<file path="src/rtl/audslot_pkg.sv">
package audslot_pkg;

  // Fixed slot layout
  localparam int AUD_LSB = 1;
  localparam int Z_POS   = 28;
  localparam int U_POS   = 29;
  localparam int C_POS   = 30;
  // Reserved positions 31, 27, 26, 25 and 0
  localparam logic [31:0] RSV_MASK = 32'h8E00_0001;

  typedef struct packed {
    logic load;        // latch a new pair into the shifter
    logic shift;       // advance the shifter by one bit
    logic blockStart;  // the frame being loaded is frame 0 of a block
  } strobe_t;

endpackage

</file>
<file path="src/rtl/audslot_ctrl.sv">
module audslot_ctrl #(
  parameter int SLOT_W    = 32,
  parameter int BLOCK_LEN = 192
) (
  input  logic                  bitClk,
  input  logic                  rstN,
  output audslot_pkg::strobe_t  strb,
  output logic                  lrck,
  output logic                  ready
);
  localparam int FRAME_BITS = 2 * SLOT_W;
  localparam int CW = $clog2(FRAME_BITS);
  localparam int FW = $clog2(BLOCK_LEN);
  localparam logic [CW-1:0] LAST_BIT  = CW'(FRAME_BITS - 1);
  localparam logic [CW-1:0] SYNC_HI   = CW'(SLOT_W - 1);
  localparam logic [CW-1:0] SYNC_LO   = CW'(FRAME_BITS - 2);
  localparam logic [FW-1:0] LAST_FRM  = FW'(BLOCK_LEN - 1);

  logic [CW-1:0] bitCnt, bitNext;
  logic [FW-1:0] frameCnt, frameNext;
  logic          frameEnd;

  always_comb begin
    frameEnd  = (bitCnt == LAST_BIT);
    bitNext   = frameEnd ? '0 : bitCnt + 1'b1;
    frameNext = (frameCnt == LAST_FRM) ? '0 : frameCnt + 1'b1;
    strb.load       = frameEnd;
    strb.shift      = !frameEnd;
    strb.blockStart = frameEnd && (frameNext == '0);
  end

  always_ff @(negedge bitClk) begin
    if (!rstN) begin
      bitCnt   <= LAST_BIT;
      frameCnt <= LAST_FRM;
      lrck     <= 1'b0;
      ready    <= 1'b0;
    end else begin
      bitCnt <= bitNext;
      if (frameEnd) frameCnt <= frameNext;
      lrck  <= (bitNext >= SYNC_HI) && (bitNext <= SYNC_LO);
      ready <= frameEnd;
    end
  end

endmodule

</file>
<file path="src/rtl/audslot_dp.sv">
module audslot_dp #(
  parameter int SLOT_W  = 32,
  parameter int AUDIO_W = 24,
  parameter int SHORT_W = 20
) (
  input  logic                     bitClk,
  input  logic                     rstN,
  input  audslot_pkg::strobe_t     strb,
  input  logic [1:0][AUDIO_W-1:0]  samples,
  input  logic [1:0]               userBits,
  input  logic [1:0]               chanBits,
  input  logic                     mode20,
  output logic                     sdata
);
  import audslot_pkg::*;
  localparam int FRAME_BITS = 2 * SLOT_W;
  localparam int PAD_W = AUDIO_W - SHORT_W;

  logic [FRAME_BITS-1:0] shReg;

  // channel 0 = left, channel 1 = right
  for (genvar ch = 0; ch < 2; ch++) begin : g_slot
    logic [SLOT_W-1:0] word;
    always_comb begin
      word = '0;
      word[AUD_LSB +: AUDIO_W] = samples[ch];
      if (mode20) word[AUD_LSB + SHORT_W +: PAD_W] = '0;
      word[U_POS] = userBits[ch];
      word[C_POS] = chanBits[ch];
      word[Z_POS] = (ch == 0) ? strb.blockStart : 1'b0;
    end
  end

  always_ff @(negedge bitClk) begin
    if (!rstN)          shReg <= '0;
    else if (strb.load) shReg <= {g_slot[0].word, g_slot[1].word};
    else if (strb.shift) shReg <= {shReg[FRAME_BITS-2:0], 1'b0};
  end

  assign sdata = shReg[FRAME_BITS-1];

endmodule

</file>
<file path="src/rtl/audslot_tx.sv">
module audslot_tx #(
  parameter int SLOT_W    = 32,
  parameter int AUDIO_W   = 24,
  parameter int SHORT_W   = 20,
  parameter int BLOCK_LEN = 192
) (
  input  logic               bitClk,
  input  logic               rstN,
  input  logic [AUDIO_W-1:0] leftSample,
  input  logic [AUDIO_W-1:0] rightSample,
  input  logic               leftUser,
  input  logic               leftChan,
  input  logic               rightUser,
  input  logic               rightChan,
  input  logic               mode20,
  output logic               sampleReady,
  output logic               sdata,
  output logic               lrck
);
  audslot_pkg::strobe_t strb;

  audslot_ctrl #(.SLOT_W(SLOT_W), .BLOCK_LEN(BLOCK_LEN)) u_ctrl (
    .bitClk (bitClk),
    .rstN   (rstN),
    .strb   (strb),
    .lrck   (lrck),
    .ready  (sampleReady)
  );

  audslot_dp #(.SLOT_W(SLOT_W), .AUDIO_W(AUDIO_W), .SHORT_W(SHORT_W)) u_dp (
    .bitClk   (bitClk),
    .rstN     (rstN),
    .strb     (strb),
    .samples  ({rightSample, leftSample}),
    .userBits ({rightUser, leftUser}),
    .chanBits ({rightChan, leftChan}),
    .mode20   (mode20),
    .sdata    (sdata)
  );

endmodule

</file>
<file path="config.mk">
export PLATFORM = sky130hd
export DESIGN_NAME = audslot_tx
export DESIGN_NICKNAME = d
export VERILOG_FILES = /design/src/rtl/audslot_pkg.sv /design/src/rtl/audslot_ctrl.sv /design/src/rtl/audslot_dp.sv /design/src/rtl/audslot_tx.sv
export SDC_FILE = /design/constraint.sdc
export NUM_CORES = 1
export LEC_CHECK = 0
export BUFFER_PORTS_ARGS = -buffer_cell sky130_fd_sc_hd__buf_2
export CAP_MARGIN = 10
export CORE_AREA = 2 2 79 100
export DETAILED_ROUTE_END_ITERATION = 10
export DIE_AREA = 0 0 81 102
export PLACE_DENSITY = 0.71
export SLEW_MARGIN = 30
export SYNTH_ARGS = -nofsm -noshare
export SYNTH_HDL_FRONTEND = slang
export SYNTH_HIERARCHICAL = 1
export SYNTH_SLANG_ARGS = --single-unit
</file>
<file path="constraint.sdc">
create_clock -name bitClk -period 2.7 [get_ports bitClk]
set_input_delay 0.135 -clock bitClk [delete_from_list [all_inputs] [get_ports bitClk]]
set_output_delay 0.135 -clock bitClk [all_outputs]
set_load 0.02 [all_outputs]
</file>
* After elaboration in Yosys (flattened, before gate mapping)
Index checks and enable logic that the tools add are counted.
** Word-level totals
- Register bits :: 80
- Input bits :: 55
- Output and inout port bits :: 3
- Word-level logic and storage cells :: 22
** Cells by class
- $add $sub $neg :: 2
- Order comparisons :: 2
- Eq/ne operators :: 2
- Muxes and demuxes :: 5
- Bitwise operators :: 1
- Reductions and logical operators :: 4
** Operators by type and width (number)
- two-way mux 63 bit :: 1
- adder 8 x 1 -> 8 bit, second input constant :: 1
- == test 8 bit, second input constant :: 1
- zero test 8 bit :: 1
- two-way mux 4 bit :: 2
- two-way mux 8 bit :: 1
- adder 6 x 1 -> 6 bit, second input constant :: 1
- == test 6 bit, second input constant :: 1
- greater-or-equal comparator 6 x 5 -> 1 bit, second input constant :: 1
- less-or-equal comparator 6 bit, second input constant :: 1
- two-way mux 6 bit :: 1
- logical AND 1 bit :: 2
- OR reduction 2 bit :: 1
- inverter 1 bit :: 1

* Logic depth before layout (Yosys ltp)
Gate-level depths: netlist of the first run.
- Depth after elaboration :: 5
- Mapped depth :: 11

* Hierarchy
The synthesis of the first run kept the hierarchy.
** By module, submodules not included
- audslot_dp :: times used 1, cells each 277, area an instance 2718.9 µm²
- audslot_ctrl :: times used 1, cells each 99, area an instance 874.6 µm²

==> metrics, run 1 <==
Max stage delay cell, worst path dfxtp_1; Placer Congestion 0.733; die area 8260 um^2; worst skew pair latency 0.40 ns; cell area after layout 4360 um^2; # IOs 58; DIE WIDTH 81 um; DP HPWL 4460 um; vias 3047; Critical Path End Type output pin; EDFF count, synth 0; antenna violations before repair 0; Resize count post-CTS 0; worst slew pin tran 0.718 ns; first-pass GRT wire length 12100 um; Placement Cell Area 3860 um^2; Initial Utilization 0.494; status finished, final reports clean; vias in the first global route 3089; Setup Viol. Count Final 0; most frequent cells in the layout inv_1, dfxtp_1, mux2i_1; # DRC 0; crit path kind flop to output pin; H-tree depth 3; DR vias/cell 5.12; Max Cap Viol 0; Reg area 1580 um^2; largest net degree at the start of global routing 90; Placed Cells 502; Worst Path Required 2.57 ns; Worst VDD drop 0.636 mV; layout cells sized above 1 0.169; post-route non-filler standard cell count 595; Primary FF master, synth dfxtp_1; Post-CTS Setup Repair Bufs 0; Core Area 7270 um^2; headroom to the max-slew limit 0.522; Fillers 669; synth unique cells 45; CTS tree done; CTS Buf Count 9; # rows 35; unrepaired setup endpoints after global routing false; DRT iter0 DRCs 147; CTS Sinks 79; YS warnings 6; crit start category flop; CP Data Arrival Time 2.24 ns; Fin. Hold Viols 0; fin nets 557; synthesized area 3590 um^2; CTS max path bufs 2; Total GRT Usage 0.183; gr ovfl total 0; critical path's largest stage delay 0.32 ns; drt pass-1 iters 4; Clock transition at path regs 0.03 ns; Seq/Total Area, Yosys 0.440; Pwr Density 1210 nW/um^2; Synthesized Nets 435; Async S/R FF share, synth 0; wire per inst 12.1 um; Syn-to-layout area delta 21.2%; Final TNS setup 0 ns; # hold bufs at CTS 0; HP Class flop to flop; Leak 2.37 nW; Synth Area per Inst 9.56 um^2; WP buf/inv 1; final core utilization 0.599; drt total wl 7220 um; post-synthesis register bit count 79; Die Y 102 um; clock root buffer clkbuf_8; PortBufs 57; crit-path cells buf_2; Slew Limit Fails 0; CP top delay family flip-flops; synthesized instance count 376; diodes inserted 0; most common cell after layout, fill and taps aside inv_1; ANT nets after route 0; multi-input logic area 1800 um^2; skew final 0.0196 ns; Max FO, Critical Path 2
[final timing paths]
path	start	cells after the start	slack, ns	to
hold / removal	u_dp/shReg[32]$_SDFFE_NP0P_	2	0.49	u_dp/shReg[32]$_SDFFE_NP0P_
hold reg to reg	u_dp/shReg[32]$_SDFFE_NP0P_	2	0.49	u_dp/shReg[32]$_SDFFE_NP0P_
setup reg to reg	u_ctrl/bitCnt[0]$_SDFF_NN1_	9	0.58	u_dp/shReg[60]$_SDFFE_NN0P_
setup / recovery	u_dp/shReg[63]$_SDFFE_NP0P_	1	0.33	sdata
[power by group]
group          internal, mW  switching [mW]  total [mW]
registers              1.62           0.327        1.95
logic                 0.943            1.04        1.98
clock network         0.593           0.760        1.35
total                  3.16            2.13        5.29
[cell usage after synthesis, drive strengths merged (2+ instances only)]
cell type / n / area share
and3: 5 / 0.010
o21ai: 59 / 0.082
nand3: 7 / 0.011
nand2: 17 / 0.018
inv: 6 / 0.0063
dfxtp: 79 / 0.44
nand3b: 8 / 0.017
xnor2: 4 / 0.0097
mux2i: 63 / 0.18
nand4: 2 / 0.0077
buf: 16 / 0.041
clkbuf: 11 / 0.013
ha: 4 / 0.014
xor2: 4 / 0.0097
a21oi: 46 / 0.064
nor2b: 5 / 0.0087
and2: 10 / 0.017
nor2: 13 / 0.014
nor3: 2 / 0.0028
a311oi: 2 / 0.0066
[sequential cells by signal, indices dropped and copies added, names as in the netlist]
signal / flops
u_ctrl/bitCnt: 6
u_ctrl/ready: 1
u_ctrl/lrck: 1
u_ctrl/frameCnt: 8
u_dp/shReg: 63
[kinds of logic after synthesis]
kind of cell	count (synthesis)	synth area share
xor+xnor	8	0.0195
simple gates	74	0.118
mux	64	0.180
buf+inv	33	0.0602
fa+ha+maj	4	0.0139
compound gates	114	0.169
flops	79	0.440
[per-layer routing]
metal,up-vias,GRT usage,wire length [um]
met5,-,0,0
met2,47,0.307,3520
met1,1410,0.189,3310
met4,0,0.0874,81
met3,10,0.0928,313
li1,1580,-,-
[stage by stage]
stage,total power [mW],setup slack (ns),hold slack [ns]
2_1_floorplan,3.88,0.583,0.460
3_3_place_gp,4.06,0.373,0.472
3_5_place_dp,4.13,0.463,0.484
4_1_cts,5.36,0.314,0.493
5_1_grt,5.78,0.285,0.517
6_report,5.29,0.329,0.488
[area by class of cell]
type | count | area share
clock buffer | 9 | 0.0284
clock inverter | 86 | 0.0862
inverter | 4 | 0.00402
multi-input combinational | 264 | 0.414
sequential | 79 | 0.363
tap | 92 | 0.0264
timing repair buffer | 61 | 0.0781
No activity file was read; power rests on OpenSTA's default activity.
==> run 2: changes to the inputs <==
==> constraint.sdc (replaced) <==
create_clock -name bitClk -period 2.7 [get_ports bitClk]
set_input_delay 0.54 -clock bitClk [delete_from_list [all_inputs] [get_ports bitClk]]
set_output_delay 0.54 -clock bitClk [all_outputs]
set_load 0.02 [all_outputs]
==> metrics, run 2 (synthesized netlist as in run 1, its figures left out) <==
status complete, but fails checks; violated checks setup timing; worst skew pair latency 0.40 ns; die area 8260 um^2; crit path kind flop to output pin; diodes inserted 0; CTS tree done; skew final 0.0190 ns; ANT nets after route 0; Clock transition at path regs 0.04 ns; clock root buffer clkbuf_8; worst slew pin tran 0.720 ns; WP buf/inv 1; CTS max path bufs 2; Worst Path Required 2.16 ns; crit-path cells buf_6; headroom to the max-slew limit 0.520; most common cell after layout, fill and taps aside inv_1; Syn-to-layout area delta 22.4%; # IOs 58; # DRC 0; wire per inst 12.3 um; fin nets 558; Pwr Total 5.32 mW; Core Area 7270 um^2; most frequent cells in the layout inv_1, dfxtp_1, mux2i_1; Final TNS setup -0.0395 ns; crit start category flop; antenna violations before repair 0; top flop regs u_dp/shReg: 63 flops, u_ctrl/frameCnt: 8 flops, u_ctrl/bitCnt: 6 flops; critical path's largest stage delay 0.31 ns; CP top delay family flip-flops; Max FO, Critical Path 1; CTS Buf Count 9; Leak 2.39 nW; largest net degree at the start of global routing 90; final core utilization 0.605; layout cells sized above 1 0.177; # rows 35; CTS Sinks 79; DR vias/cell 5.15; PortBufs 57; DIE WIDTH 81 um; first-pass GRT wire length 12300 um; Fin. Hold Viols 0; DP HPWL 4470 um; DRT iter0 DRCs 138; drt pass-1 iters 4; Biggest register u_dp/shReg; Die Y 102 um; Placer Congestion 0.805; Worst VDD drop 0.645 mV; gr ovfl total 0; Max Cap Viol 0; CP Data Arrival Time 2.18 ns; Total GRT Usage 0.187; max FFs per register 63; H-tree depth 3; vias in the first global route 3120; vias 3070; Setup Viol. Count Final 3; Critical Path End Type output pin; Max stage delay cell, worst path dfxtp_2; Slew Limit Fails 0; HP Class flop to flop; Post-Place Worst Slack 0.0807 ns; Pwr Density 1210 nW/um^2; unrepaired setup endpoints after global routing true; Initial Utilization 0.494; drt total wl 7310 um; slack of the critical path -0.0181 ns
run 2: changes by cell type in the layout (fill, tap and decap cells not counted):
cell        delta
buf_12         +1
clkinvlp_2     -1
dfxtp_2        +3
buf_6          +3
inv_4          +1
buf_2          -3
inv_8          -1
clkinv_4       +1
dfxtp_1        -3
run 2: layout make-up:
class,count,area [um^2]
tap,92,115
multi-input combinational,264,1800
sequential,79,1590
inverter,4,17.5
clock buffer,9,124
timing repair buffer,62,379
fill,673,2870
clock inverter,86,374
run 2: through the flow:
stage	instance area [um^2]	hold WS [ns]	instances
2_1_floorplan	3590	0.460	376
3_3_place_gp	3870	0.477	502
3_5_place_dp	3880	0.486	502
4_1_cts	4400	0.495	596
5_1_grt	4400	0.521	596
6_report	4400	0.490	596
run 2: worst paths after layout:
check                                                 start                               to  slack [ns]  depth (start not counted)
worst max-delay path                u_ctrl/ready$_SDFF_NN0_                      sampleReady       -0.02                          1
worst min-delay path            u_dp/shReg[58]$_SDFFE_NP0P_      u_dp/shReg[59]$_SDFFE_NP0P_        0.49                          2
worst max register to register  u_ctrl/bitCnt[0]$_SDFF_NN1_  u_ctrl/frameCnt[3]$_SDFFE_NN1P_        0.62                          8
worst min register to register  u_dp/shReg[58]$_SDFFE_NP0P_      u_dp/shReg[59]$_SDFFE_NP0P_        0.49                          2
run 2: per-layer routing:
metal  up-vias  track usage  share of wire
li1       1590            -              -
met1      1421        0.193           0.45
met2        54        0.309           0.50
met3         5       0.0989          0.050
met4         0       0.0887         0.0044
met5         -            0              0
run 2: power breakdown:
| group | internal (mW) | switching (mW) | leakage, nW |
|---|---|---|---|
| registers | 1.63 | 0.324 | 0.648 |
| clock network | 0.592 | 0.765 | 0.526 |
| logic | 0.962 | 1.05 | 1.21 |
run 2: what timing repair did:
action                                  in CTS  in global routing
resized for setup                            9                  0
hold buffers                                 0                  0
buffers inserted                             1                  0
pin swaps                                    0                  0
endpoints found under the setup margin       3                  3
